[src/rtl/adc_bridge_pkg.sv]
`timescale 1ns/1ps
package adc_bridge_pkg;
  localparam int WORD_W    = 32;
  localparam int CMD_DEPTH = 15;
  localparam int RD_DEPTH  = 15;
  localparam int CMD_CNT_W = $clog2(CMD_DEPTH + 1);
  localparam int RD_CNT_W  = $clog2(RD_DEPTH + 1);
  localparam int BIT_W     = $clog2(WORD_W);
  localparam int RATE_W    = 4;
  localparam int ADDR_W    = 3;

  typedef enum logic [ADDR_W-1:0] {
    A_CFG = 3'd0, A_STS = 3'd1, A_CMD = 3'd2, A_POP = 3'd3, A_KEY = 3'd4
  } regAddr_e;

  typedef struct packed {
    logic              cmdPush;
    logic [WORD_W-1:0] cmdWord;
    logic              rdPop;
    logic              enable;
    logic [RATE_W-1:0] rate;
  } ctrl2dp_t;

  typedef struct packed {
    logic [CMD_CNT_W-1:0] cmdCount;
    logic                 cmdFull;
    logic [RD_CNT_W-1:0]  rdCount;
    logic                 rdEmpty;
    logic [WORD_W-1:0]    rdHead;
  } dp2ctrl_t;
endpackage

[src/rtl/adc_bridge_fifo.sv]
`timescale 1ns/1ps
module adc_bridge_fifo #(
  parameter int WIDTH = 32,
  parameter int DEPTH = 15,
  localparam int PTR_W = (DEPTH > 1) ? $clog2(DEPTH) : 1,
  localparam int CNT_W = $clog2(DEPTH + 1)
) (
  input  logic             clk,
  input  logic             rstN,
  input  logic             push,
  input  logic [WIDTH-1:0] pushData,
  input  logic             pop,
  output logic [WIDTH-1:0] head,
  output logic [CNT_W-1:0] count,
  output logic             full,
  output logic             empty
);
  logic [WIDTH-1:0] mem [DEPTH];
  logic [PTR_W-1:0] wrPtr, rdPtr;
  logic doPush, doPop;

  assign full   = (count == CNT_W'(DEPTH));
  assign empty  = (count == '0);
  assign doPush = push && !full;
  assign doPop  = pop && !empty;
  assign head   = mem[rdPtr];

  function automatic logic [PTR_W-1:0] nextPtr(input logic [PTR_W-1:0] p);
    return (p == PTR_W'(DEPTH - 1)) ? '0 : p + 1'b1;
  endfunction

  always_ff @(posedge clk or negedge rstN) begin
    if (!rstN) begin
      wrPtr <= '0;
      rdPtr <= '0;
      count <= '0;
    end else begin
      if (doPush) wrPtr <= nextPtr(wrPtr);
      if (doPop)  rdPtr <= nextPtr(rdPtr);
      if (doPush && !doPop)      count <= count + 1'b1;
      else if (doPop && !doPush) count <= count - 1'b1;
    end
  end

  always_ff @(posedge clk) begin
    if (doPush) mem[wrPtr] <= pushData;
  end

  p_fifo_count_r10: assert property (@(posedge clk) disable iff (!rstN)
    (push && full && !pop) |=> (count == $past(count)));
endmodule

[src/rtl/adc_bridge_datapath.sv]
`timescale 1ns/1ps
module adc_bridge_datapath
  import adc_bridge_pkg::*;
(
  input  logic     clk,
  input  logic     rstN,
  input  ctrl2dp_t ctl,
  output dp2ctrl_t st,
  output logic     serClk,
  output logic     serSel,
  output logic     serOut,
  input  logic     serIn
);
  localparam int HALF_W = RATE_W + 1;

  logic              busy;
  logic [HALF_W-1:0] halfLim, divCnt;
  logic [BIT_W-1:0]  bitCnt;
  logic [WORD_W-1:0] txShift, rxShift;
  logic [WORD_W-1:0] cmdHead;
  logic              cmdEmpty, cmdPop, rdPush, tick, startFrame;
  logic [RATE_W-1:0] rateEff;

  adc_bridge_fifo #(.WIDTH(WORD_W), .DEPTH(CMD_DEPTH)) u_cmdFifo (
    .clk(clk), .rstN(rstN), .push(ctl.cmdPush), .pushData(ctl.cmdWord),
    .pop(cmdPop), .head(cmdHead), .count(st.cmdCount), .full(st.cmdFull),
    .empty(cmdEmpty));

  adc_bridge_fifo #(.WIDTH(WORD_W), .DEPTH(RD_DEPTH)) u_rdFifo (
    .clk(clk), .rstN(rstN), .push(rdPush), .pushData(rxShift),
    .pop(ctl.rdPop), .head(st.rdHead), .count(st.rdCount), .full(),
    .empty(st.rdEmpty));

  assign rateEff    = (ctl.rate == '0) ? RATE_W'(1) : ctl.rate;
  assign startFrame = !busy && ctl.enable && !cmdEmpty &&
                      (st.rdCount < RD_CNT_W'(RD_DEPTH));
  assign cmdPop     = startFrame;
  assign tick       = busy && (divCnt == halfLim - 1'b1);
  assign rdPush     = tick && serClk && (bitCnt == BIT_W'(WORD_W - 1));
  assign serSel     = busy;
  assign serOut     = txShift[WORD_W-1];

  always_ff @(posedge clk or negedge rstN) begin
    if (!rstN) begin
      busy    <= 1'b0;
      halfLim <= '0;
      divCnt  <= '0;
      bitCnt  <= '0;
      serClk  <= 1'b0;
      txShift <= '0;
      rxShift <= '0;
    end else if (startFrame) begin
      busy    <= 1'b1;
      halfLim <= {rateEff, 1'b0};
      divCnt  <= '0;
      bitCnt  <= '0;
      serClk  <= 1'b0;
      txShift <= cmdHead;
    end else if (busy) begin
      if (tick) begin
        divCnt <= '0;
        serClk <= !serClk;
        if (!serClk) begin
          rxShift <= {rxShift[WORD_W-2:0], serIn};
        end else begin
          txShift <= {txShift[WORD_W-2:0], 1'b0};
          bitCnt  <= bitCnt + 1'b1;
          if (bitCnt == BIT_W'(WORD_W - 1)) busy <= 1'b0;
        end
      end else begin
        divCnt <= divCnt + 1'b1;
      end
    end
  end

  p_idle_clk_low_r1: assert property (@(posedge clk) disable iff (!rstN)
    !serSel |-> !serClk);
  p_out_stable_r1: assert property (@(posedge clk) disable iff (!rstN)
    (serSel && $past(serSel) && !$fell(serClk)) |-> $stable(serOut));
  p_start_enabled_r6: assert property (@(posedge clk) disable iff (!rstN)
    $rose(serSel) |-> $past(ctl.enable));
  p_start_room_r11: assert property (@(posedge clk) disable iff (!rstN)
    $rose(serSel) |-> ($past(st.rdCount) < RD_CNT_W'(RD_DEPTH)));
endmodule

[src/rtl/adc_bridge_ctrl.sv]
`timescale 1ns/1ps
module adc_bridge_ctrl
  import adc_bridge_pkg::*;
#(
  parameter logic [WORD_W-1:0] UNLOCK_KEY = 32'h757B_DF0D
) (
  input  logic              clk,
  input  logic              rstN,
  input  logic              busWr,
  input  logic              busRd,
  input  logic [ADDR_W-1:0] busAddr,
  input  logic [WORD_W-1:0] busWdata,
  output logic [WORD_W-1:0] busRdata,
  output ctrl2dp_t          ctl,
  input  dp2ctrl_t          st
);
  logic              unlocked;
  logic              enableQ;
  logic [RATE_W-1:0] rateQ, cmdThrQ, dataThrQ;
  logic [3:0]        stsQ, stsSet, stsClr;
  logic              ctrlWr, cfgWr, keyOk;

  assign ctrlWr = busWr && unlocked;
  assign cfgWr  = ctrlWr && (busAddr == A_CFG);
  assign stsClr = (ctrlWr && busAddr == A_STS) ? busWdata[3:0] : 4'b0;
  assign keyOk  = busWr && (busAddr == A_KEY) && (busWdata == UNLOCK_KEY);

  assign ctl.cmdPush = ctrlWr && (busAddr == A_CMD);
  assign ctl.cmdWord = busWdata;
  assign ctl.rdPop   = busRd && (busAddr == A_POP);
  assign ctl.enable  = enableQ;
  assign ctl.rate    = rateQ;

  always_comb begin
    stsSet[0] = ({{(RATE_W+1-CMD_CNT_W){1'b0}}, st.cmdCount} < {1'b0, cmdThrQ});
    stsSet[1] = (st.rdCount != '0) &&
                ({{(RATE_W+1-RD_CNT_W){1'b0}}, st.rdCount} >= {1'b0, dataThrQ});
    stsSet[2] = ctl.cmdPush && st.cmdFull;
    stsSet[3] = ctl.rdPop && st.rdEmpty;
  end

  always_ff @(posedge clk or negedge rstN) begin
    if (!rstN) begin
      unlocked <= 1'b0;
      enableQ  <= 1'b0;
      rateQ    <= '0;
      cmdThrQ  <= '0;
      dataThrQ <= '0;
      stsQ     <= '0;
    end else begin
      if (keyOk) unlocked <= 1'b1;
      if (cfgWr) begin
        enableQ  <= busWdata[0];
        rateQ    <= busWdata[7:4];
        cmdThrQ  <= busWdata[11:8];
        dataThrQ <= busWdata[15:12];
      end
      stsQ <= (stsQ & ~stsClr) | stsSet;
    end
  end

  always_comb begin
    busRdata = '0;
    case (busAddr)
      A_CFG: busRdata = {16'b0, dataThrQ, cmdThrQ, rateQ, 3'b0, enableQ};
      A_STS: busRdata = {12'b0, 4'(st.rdCount), 4'b0, 4'(st.cmdCount), 4'b0, stsQ};
      A_POP: busRdata = st.rdEmpty ? '0 : st.rdHead;
      A_KEY: busRdata = {31'b0, unlocked};
      default: busRdata = '0;
    endcase
  end

  p_locked_cfg_r7: assert property (@(posedge clk) disable iff (!rstN)
    !unlocked |=> ($stable(enableQ) && $stable(rateQ) && $stable(cmdThrQ) && $stable(dataThrQ)));
  p_locked_no_push_r7: assert property (@(posedge clk) disable iff (!rstN)
    !unlocked |-> !ctl.cmdPush);
  p_no_overflow_r3: assert property (@(posedge clk) disable iff (!rstN)
    (ctl.cmdPush && st.cmdFull) |=> stsQ[2]);
  p_sticky_under_r5: assert property (@(posedge clk) disable iff (!rstN)
    (stsQ[3] && !stsClr[3]) |=> stsQ[3]);
  p_empty_pop_zero_r5: assert property (@(posedge clk) disable iff (!rstN)
    (ctl.rdPop && st.rdEmpty) |-> (busRdata == '0));
endmodule

[src/rtl/adc_cmd_bridge.sv]
`timescale 1ns/1ps
module adc_cmd_bridge
  import adc_bridge_pkg::*;
#(
  parameter logic [31:0] UNLOCK_KEY = 32'h757B_DF0D
) (
  input  logic        clk,
  input  logic        rstN,
  input  logic        busWr,
  input  logic        busRd,
  input  logic [2:0]  busAddr,
  input  logic [31:0] busWdata,
  output logic [31:0] busRdata,
  output logic        serClk,
  output logic        serSel,
  output logic        serOut,
  input  logic        serIn
);
  ctrl2dp_t ctl;
  dp2ctrl_t st;

  adc_bridge_ctrl #(.UNLOCK_KEY(UNLOCK_KEY)) u_ctrl (
    .clk(clk), .rstN(rstN), .busWr(busWr), .busRd(busRd), .busAddr(busAddr),
    .busWdata(busWdata), .busRdata(busRdata), .ctl(ctl), .st(st));

  adc_bridge_datapath u_dp (
    .clk(clk), .rstN(rstN), .ctl(ctl), .st(st), .serClk(serClk),
    .serSel(serSel), .serOut(serOut), .serIn(serIn));
endmodule

[config.mk]
export PLATFORM = sky130hd
export DESIGN_NAME = adc_cmd_bridge
export DESIGN_NICKNAME = d
export VERILOG_FILES = /design/src/rtl/adc_bridge_pkg.sv /design/src/rtl/adc_bridge_fifo.sv /design/src/rtl/adc_bridge_datapath.sv /design/src/rtl/adc_bridge_ctrl.sv /design/src/rtl/adc_cmd_bridge.sv
export SDC_FILE = /design/constraint.sdc
export NUM_CORES = 1
export LEC_CHECK = 0
export BUFFER_PORTS_ARGS = -buffer_cell sky130_fd_sc_hd__buf_2
export CORE_MARGIN = 4
export CORE_UTILIZATION = 45
export DETAILED_ROUTE_END_ITERATION = 8
export SLEW_MARGIN = 30
export SYNTH_ARGS = -nofsm -noshare
export SYNTH_HDL_FRONTEND = slang
export SYNTH_SLANG_ARGS = --single-unit
export TNS_END_PERCENT = 1
[constraint.sdc]
create_clock -name clk -period 8.1 [get_ports clk]
set_input_delay 0.405 -clock clk [delete_from_list [all_inputs] [get_ports clk]]
set_output_delay 0.405 -clock clk [all_outputs]
set_load 0.1 [all_outputs]
==> results by stage, run 1 <==
Detailed routing:
- After detailed routing, the number of remaining DRC violations is 0.
- The length of the first detailed-routing pass in iterations is 5.
- The total routed wirelength is around 100 mm.
- The via-per-instance ratio is around 5.8.
- The initial detailed-routing violation count is between 2000 and 2500.
- The average routed wire per standard cell is about 27 um.
- Detailed routing inserted a total of ~22000 vias.
- Once detail routing completed, the nets flagged for antenna violations numbered 0.

Worst setup path:
- The slack of the worst reg-to-reg path is between 4 and 5 ns.
- The element type at the critical path start is a flop.
- The maximum fanout count along the critical path is 40.
- The required time of the critical path is a little under 8 ns.
- The arrival time reported for the critical path endpoint is around 3.8 ns.
- The sort of element at the end of the critical path is an output port.
- The type of the worst setup path is flop to output port.

Timing:
- On the final layout, the worst clock skew is 0.0290 ns.
- The final-report max-slew violation count was 0.
- The peak clock frequency supported by timing is between 200 and 250 MHz.
- The number of setup violations in the final report is 0.
- Summed over all failing endpoints, the final setup total negative slack is 0 ns.
- The share of the clock period used by the worst path after layout is approximately half.
- The number of endpoints with negative hold slack in the final report was 0.
- The smallest clock period supported by the final layout is computed as 4.19 ns.
- For the pin with the worst max-slew slack, the measured transition is 0.987 ns.
- Setup repair after global routing left no endpoint under its margin.
- The worst slew margin relative to its limit is 34.2%.
- Across all hold checks on the routed design, the worst slack comes to about 0.11 ns.

Clock tree:
- The total CTS buffers is about 110.
- The clock reaches the later pin of the worst-skew pair after slightly below 0.7 ns.
- TritonCTS built the clock tree.
- Clock-pin slew was measured on the worst setup and hold paths at roughly 0.070 ns.
- The clock root buffer is sky130_fd_sc_hd__clkbuf_16.
- The tree built by TritonCTS fans out to between 1000 and 1500 sinks.
- The H-tree level count is 3.
- The clock passes through at most 3 buffers.

Run:
- The max-cap violation count is 0.

Finish:
- The final design instance area without fill is between 0.04 and 0.05 mm^2.
- In the layout the commonest cells are sky130_fd_sc_hd__edfxtp_1, sky130_fd_sc_hd__mux4_2, sky130_fd_sc_hd__mux2i_1.
- The leading cell type in the layout, fill and taps excluded is sky130_fd_sc_hd__edfxtp_1.
- The relative area change from synthesis to final layout is 13.1%.
- Of the cells placed in the final design, the portion with a size suffix greater than 1 is between 20% and 30%.
- Registers take roughly 0.032 mm^2.
- At the end of the flow, the number of nets in the layout was roughly 2500.
- The fill cell total of the finished layout is ~7500.
- The multi-input combinational cells in the finished layout cover a total of roughly 0.010 mm^2.

GRT:
- The number of antenna violations at the first check in global routing is 13.
- The maximum number of pins on one net before global-route repair is 90.
- The first global-routing pass estimated about 150 mm of wire.
- The number of global-route vias before repair is about 22000.
- After global routing the overflow that remains totals 0.
- The overall track demand over capacity in global routing is about a fifth.

Pwr:
- For this design the static power due to leakage is 0.0147 uW.
- Power comes to about 12000 uW.
- Per report_power, the sequential group accounts for roughly half of the total.
- The peak supply drop is 211 uV.
- Summed over all nets, the switching power comes to ~2800 uW.
- The logic gate share of total power is approximately 7.9%.
- Net switching is between 20% and 30% of the power.
- The share of total power dissipated in the clock network is slightly above 40%.
- For this design the ratio of total power to cell area is 250 mW/mm^2.
- Cell internal power was estimated by the tool at 9330 uW.

Floorplan:
- The floorplan step defined a die boundary enclosing 0.100 mm^2.
- The count of boundary I/O pins is 75.
- For this configuration, the core starts out at a cell density of between 40% and 50%.
- The floorplan step set the die height to between 300 and 400 um.
- The floorplan step set the die width to about 320 um.
- The number of standard-cell rows in the floorplan is 112.
- After floorplanning, the core was sized to cover approximately 0.094 mm^2.

Yosys:
- In the synthesized netlist, the number of instances is 2295.
- Counting distinct cell types in the post-synthesis netlist gives 68.
- The proportion of synthesized chip area in sequential cells is roughly 74%.
- The total of warnings raised by yosys is 0.
- In the synthesized netlist the dominant register cell turns out to be sky130_fd_sc_hd__edfxtp_1.
- The post-synthesis cell type with the largest combined area is sky130_fd_sc_hd__edfxtp_1.
- Sorting the synthesized cells by area gives the leading types as sky130_fd_sc_hd__edfxtp_1, sky130_fd_sc_hd__mux4_2, sky130_fd_sc_hd__dfrtp_1.
- The number of synthesized register bits is 1082.
- The share of flip-flops with an asynchronous set or reset is 11.3%.
- The area share of the largest cell type after synthesis is 67.2%.
- The cell area after synthesis is around 0.043 mm^2.
- Counting every net in the synthesized netlist gives ~2400.
- The number of flops mapped to enable cells by yosys is between 900 and 1000.
- The average size of a mapped cell is 18.7 um^2.

Place:
- The post-detailed-placement cell area is 0.0449 mm^2.
- Input and output buffers added on the ports amount to 74.
- The wire-length estimate of the detail-placed layout is 55.9 mm.
- The congestion estimate from routability-driven global placement came to between 0.7 and 0.8.

Hold path:
- The worst hold path belongs to the class primary input to flop.

Status:
- The flow ran to the end, and the final reports show no timing, DRC or antenna violations.
## final timing paths
| kind | from | end | depth (start not counted) |
|---|---|---|---|
| min | busWdata[31] | u_dp.u_cmdFifo.mem[8][31]$_DFFE_PP_ | 1 |
| min in group asynchronous | rstN | u_dp.rxShift[11]$_DFFE_PN0P_ | 2 |
| max reg2reg | u_dp.bitCnt[0]$_DFFE_PN0P_ | u_dp.u_rdFifo.mem[5][6]$_DFFE_PP_ | 8 |
| max in group asynchronous | rstN | u_dp.u_cmdFifo.rdPtr[3]$_DFFE_PN0P_ | 3 |
| min reg2reg | u_ctrl.stsQ[0]$_DFF_PN0_ | u_ctrl.stsQ[0]$_DFF_PN0_ | 1 |
| max | u_dp.u_rdFifo.rdPtr[0]$_DFFE_PN0P_ | busRdata[27] | 5 |
## cells in the mapped netlist, types with 30 or more instances
cell,n
sky130_fd_sc_hd__a22oi_1,31
sky130_fd_sc_hd__buf_2,45
sky130_fd_sc_hd__nor2_1,54
sky130_fd_sc_hd__nand3_1,49
sky130_fd_sc_hd__mux2_2,78
sky130_fd_sc_hd__dfrtp_1,122
sky130_fd_sc_hd__mux2i_1,135
sky130_fd_sc_hd__nor3_1,34
sky130_fd_sc_hd__nand2_1,108
sky130_fd_sc_hd__mux4_2,156
sky130_fd_sc_hd__o21ai_0,100
sky130_fd_sc_hd__edfxtp_1,960
sky130_fd_sc_hd__clkbuf_1,60
sky130_fd_sc_hd__mux2_4,30
## power groups by stage
stage / clock [uW] / combinational, uW / sequential (uW)
global route: 5330 / 1040 / 6170
CTS: 5090 / 979 / 6170
global placement: 0 / 861 / 6360
detailed placement: 0 / 976 / 6290
finish: 5010 / 960 / 6160
floorplan: 0 / 796 / 6190
## cells by family after synthesis
family                   count (synthesis)  synth area share (%)
flip-flops                            1082                  74.3
multiplexers                           399                  14.4
AO/OA/AOI/OAI                          284                  4.43
AND/OR/NAND/NOR                        339                  3.95
buffers and inverters                  152                  1.77
XOR/XNOR                                20                 0.478
adder cells (fa/ha/maj)                 19                 0.589
## layout make-up
class                      instances  share of cell area [%]
sequential                      1082                    65.8
multi-input combinational       1061                    21.6
clock buffer                     157                    6.42
tap                             1254                    3.24
timing repair buffer             133                    1.80
clock inverter                    49                    1.01
inverter                          17                   0.132
antenna                            4                  0.0206
## worst max-delay path: stages, from the launching register on
cell	delay, ns
sky130_fd_sc_hd__dfrtp_4	0.78
sky130_fd_sc_hd__buf_4	0.74
sky130_fd_sc_hd__mux4_2	0.59
sky130_fd_sc_hd__mux4_2	0.48
sky130_fd_sc_hd__and2_1	0.18
sky130_fd_sc_hd__buf_2	0.29
## what timing repair did
action,4_1_cts,5_1_grt
gates resized for setup,0,0
hold buffers,3,0
setup buffers,0,0
endpoints found under the hold margin,76,0
## registers in the layout, summed over array words and instances (netlist names), 5 cells and up
register	count
u_dp.rxShift	32
u_dp.txShift	32
u_dp.u_cmdFifo.mem	480
u_dp.bitCnt	5
u_dp.divCnt	5
u_dp.u_rdFifo.mem	480
## stage by stage
step | utilization (%) | worst slack, ns | instances
6_report | 51.6 | 3.91 | 3757
5_1_grt | 51.6 | 3.68 | 3753
4_1_cts | 51.6 | 3.78 | 3753
3_5_place_dp | 47.8 | 4.48 | 3544
3_3_place_gp | 47.7 | 4.13 | 3542
2_1_floorplan | - | 3.33 | 2295
## metal layers
layer	global-route usage [%]	up-vias	part of all wire, %
met5	0	-	0.067
met4	5.33	10	2.6
met3	4.20	170	6.2
met2	33.9	681	50
met1	27.5	11400	41
li1	-	9447	-
Power figures use the tool's default switching activity.
==> run 2: changes to the inputs <==
- clock period: 8.1 -> 4 ns (I/O delays scaled with it)
==> run 2 against run 1 <==
Net effect: sequential power is 100% higher; clock skew down 0.0081 ns; cell count grew 1.6%; critical endpoint is now busRdata[18]; critical path depth is 2 higher; die area did not move; utilization rose by 0.72 points; largest power group unchanged; critical path type unchanged.
==> results by stage, run 2 (same netlist as run 1, synthesis figures left out) <==
Detailed routing:
- The remaining antenna violation count after routing is 0 (unchanged).
- The residual DRC count is 0 (unchanged).
- The length of the first detailed-routing pass in iterations is 5 (unchanged).
- The initial detailed-routing violation count is 2084 (-5.4%).
- The average routed wire per standard cell is 26.4 um (-1.8%).
- The via count of the routed design is 22100 (+1.8%).
- The via-per-instance ratio was 5.78 (+0.21%).
- The total routed wirelength is 101 mm (-0.25%).

Worst setup path:
- In this run the critical register-to-register path is captured at u_dp.u_rdFifo.mem[5][15]$_DFFE_PP_.
- The type of the worst setup path is flop to output port.
- The arrival time reported for the critical path endpoint is 3.59 ns (-0.19 ns).
- The slowest library cell on the worst path is sky130_fd_sc_hd__nor4_1.
- The worst-case reg-to-reg path depth came to 8 (unchanged).
- The count of buffer and inverter cells on the critical path is 2 (unchanged).
- The total stage count of the critical path came to 7 (+2).
- The delay of the slowest cell on the worst path came to 0.59 ns (-0.19 ns).
- The element type at the critical path start is a flop.
- The maximum fanout count along the critical path came to 20 (-50%).
- In this design, the largest share of critical-path delay is due to simple AND/OR/NAND/NOR gates.
- STA classifies the critical path endpoint as an output port.
- The required time of the critical path is 3.80 ns (-3.90 ns).
- The slack of the worst reg-to-reg path was 0.77 ns (-3.79 ns).
- The launch instance of the worst register-to-register path is u_dp.halfLim[1]$_DFFE_PN0P_.
- The critical path goes through nor4_1 > nor2_1 > buf_4 > and3_1 > a222oi_1 > o31ai_1 > buf_2.

Clock tree:
- The buffer levels on the longest clock path is 3 (unchanged).
- In this run the clock root is driven by a sky130_fd_sc_hd__clkbuf_16.
- The clock latency of the later-clocked register in the worst-skew pair is 0.67 ns (-0.02 ns).
- The clock-pin slew on the worst setup and hold paths was 0.06 ns (about the same).
- The H-tree level count is 3 (unchanged).
- The number of clock sinks came to 1082 (unchanged).
- The post-CTS setup buffer count is 0 (unchanged).
- The total CTS buffers was 106 (-1.9%).
- The clock tree from TritonCTS is built.

GRT:
- The overall track demand over capacity in global routing came to 20.2% (-0.094 points).
- The number of global-route vias before repair is 22800 (+1.9%).
- The number of antenna violations at the first check in global routing is 7 (-6).
- After global routing, the most crowded layer is met2.
- The global routing met1 resource utilization is 27.8% (+0.31 points).
- The maximum number of pins on one net before global-route repair is 82 (-8.9%).
- The global-route wire length before repair is 150 mm (+0.33%).
- The met3 track demand over resource in global routing came to 3.07% (-1.1 points).
- The final global-route overflow total came to 0 (unchanged).
- The met2 capacity usage during global routing is 34.1% (+0.17 points).

Pwr:
- The leakage component of the power is 0.0150 uW (+2.0%).
- The total power divided by cell area is 497 mW/mm^2 (+99%).
- The peak supply drop is 388 uV (+83%).

Place:
- The count of input and output buffers was 74 (unchanged).
- The final weighted congestion in routability-driven placement was 0.794 (+3.3%).
- The post-detailed-placement cell area is 0.0452 mm^2 (+0.79%).
- The sum of net half-perimeters after detailed placement is 60.4 mm (+8.1%).

Timing:
- The measured slew at the worst slew-check pin is 0.922 ns (-0.0650 ns).
- Setup repair after global routing left no endpoint under its margin.
- The worst slew margin relative to its limit is 38.5% (+4.3 points).
- Subtracting the final worst setup slack from the clock period gives about 3.8 ns.
- The number of endpoints with negative hold slack in the final report was 0 (unchanged).
- The number of setup violations in the final report is 0 (unchanged).
- The final-report max-slew violation count is 0 (unchanged).
- The peak clock frequency supported by timing is roughly 260 MHz.
- The final clock skew is 0.0209 ns (-0.00814 ns).
- The setup TNS after final layout is 0 ns (unchanged).
- The share of the clock period used by the worst path after layout is 94.7%.

Floorplan:
- The count of boundary I/O pins is 75 (unchanged).
- The floorplan core area is 0.0939 mm^2 (unchanged).
- The number of standard-cell rows in the floorplan is 112 (unchanged).
- The die boundary width was 317 um (unchanged).
- The area enclosed by the die boundary is 0.100 mm^2 (unchanged).
- The y dimension of the die is 317 um (unchanged).
- The initial standard-cell utilization of the core is 45.7% (unchanged).

Hold path:
- In this run the worst hold path is classified as primary input to flop.
- The startpoint identified for the worst hold timing path is busAddr[2].
- For hold timing, the worst endpoint is u_ctrl.unlocked$_DFFE_PN0P_.
- The number of stages on the worst hold path was 4 (+3).

Finish:
- The top cell types in the final layout, fill and taps aside, are sky130_fd_sc_hd__edfxtp_1, sky130_fd_sc_hd__mux4_2, sky130_fd_sc_hd__mux2i_1.
- From synthesis to final layout, the design area changed by 14.7%.
- The multi-input gate area in the final layout was 0.0105 mm^2 (+0.13%).
- The final design instance area without fill is 0.0492 mm^2 (+1.4%).
- The ratio of cells with drive above 1 in the final layout is 25.0% (+0.30 points).
- The number of nets in the final layout is 2526 (+2.6%).
- The sequential cell area is 0.0319 mm^2 (unchanged).
- The fill cell total of the finished layout was 7485 (-0.32%).
- The library cell used most frequently in the layout, excluding fill and tap cells, is sky130_fd_sc_hd__edfxtp_1.
- The largest registers in the layout are u_dp.u_cmdFifo.mem: 480 flops, u_dp.u_rdFifo.mem: 480 flops.

Status:
- The flow ran to the end, and the final reports show no timing, DRC or antenna violations.

Run:
- The max-cap violation count is 0 (unchanged).
run 2: cell count changes in the layout (fill, tap and decap cells not counted), moves of 3 or more:
cell                            change
sky130_fd_sc_hd__buf_12            +12
sky130_fd_sc_hd__clkbuf_1           -9
sky130_fd_sc_hd__clkinv_1          +10
sky130_fd_sc_hd__clkbuf_8           +3
sky130_fd_sc_hd__dlygate4sd3_1     +37
sky130_fd_sc_hd__buf_4             +18
sky130_fd_sc_hd__clkbuf_16          -3
sky130_fd_sc_hd__clkinvlp_4         +3
sky130_fd_sc_hd__clkinv_2           -7
run 2: area by class of cell:
type                    count  share of cell area (%)
inverters                  17                   0.130
flip-flops and latches   1082                    64.9
clock buffers             148                    6.19
clock inverters            54                    1.03
well taps                1254                    3.19
multi-input cells        1061                    21.3
repair buffers            199                    3.23
diodes                      2                  0.0102
run 2: timing repair:
item / 4_1_cts / 5_1_grt
gates resized for setup: 0 / 0
endpoints found under the hold margin: 575 / 0
hold buffers: 40 / 0
run 2: per-layer routing:
layer | up-vias | wire length (um)
met2 | 579 | 50400
met3 | 155 | 4890
met5 | - | 49
li1 | 9595 | -
met4 | 8 | 2400
met1 | 11700 | 43000
run 2: worst max-delay path by stage:
stage / to / slack, ns / startpoint
after floorplan: u_dp.u_rdFifo.mem[2][0]$_DFFE_PP_ / -0.77 / u_dp.serSel$_DFF_PN0_
after global placement: u_dp.u_rdFifo.count[3]$_DFFE_PN0P_ / 0.86 / u_dp.halfLim[1]$_DFFE_PN0P_
after detailed placement: u_dp.u_rdFifo.mem[5][19]$_DFFE_PP_ / 0.77 / u_dp.halfLim[1]$_DFFE_PN0P_
after CTS: busRdata[18] / 0.19 / u_dp.u_rdFifo.count[1]$_DFFE_PN0P_
after global routing: busRdata[18] / 0.08 / u_dp.u_rdFifo.count[0]$_DFFE_PN0P_
final: busRdata[18] / 0.21 / u_dp.u_rdFifo.count[1]$_DFFE_PN0P_
run 2: worst reg2reg max path: stages (launching register included):
cell and delay [ns]:
sky130_fd_sc_hd__dfrtp_1 0.44, sky130_fd_sc_hd__inv_1 0.09, sky130_fd_sc_hd__ha_1 0.31, sky130_fd_sc_hd__xor2_1 0.17
sky130_fd_sc_hd__and3_1 0.20, sky130_fd_sc_hd__nor4b_4 0.49, sky130_fd_sc_hd__nand3b_1 0.44, sky130_fd_sc_hd__nor2_4 0.20
sky130_fd_sc_hd__buf_4 0.49
run 2: power by group:
group / switching, uW / leakage [uW] / internal, uW
Clock: 4170 / 0.00173 / 5830
Combinational: 1240 / 0.00399 / 738
Sequential: 230 / 0.00924 / 12300
Total: 5640 / 0.0150 / 18800
run 2: through the flow:
stage | instances | setup WS, ns | hold WS [ns] | total power [uW] | util (%)
floorplan | 2295 | -0.769 | -0.0956 | 14100 | -
global placement | 3573 | 0.859 | 0.336 | 14700 | 48.1
detailed placement | 3573 | 0.767 | 0.337 | 14700 | 48.2
CTS | 3815 | 0.193 | 0.0544 | 24700 | 52.4
global route | 3815 | 0.0789 | 0.115 | 25300 | 52.4
finish | 3817 | 0.213 | 0.106 | 24500 | 52.4
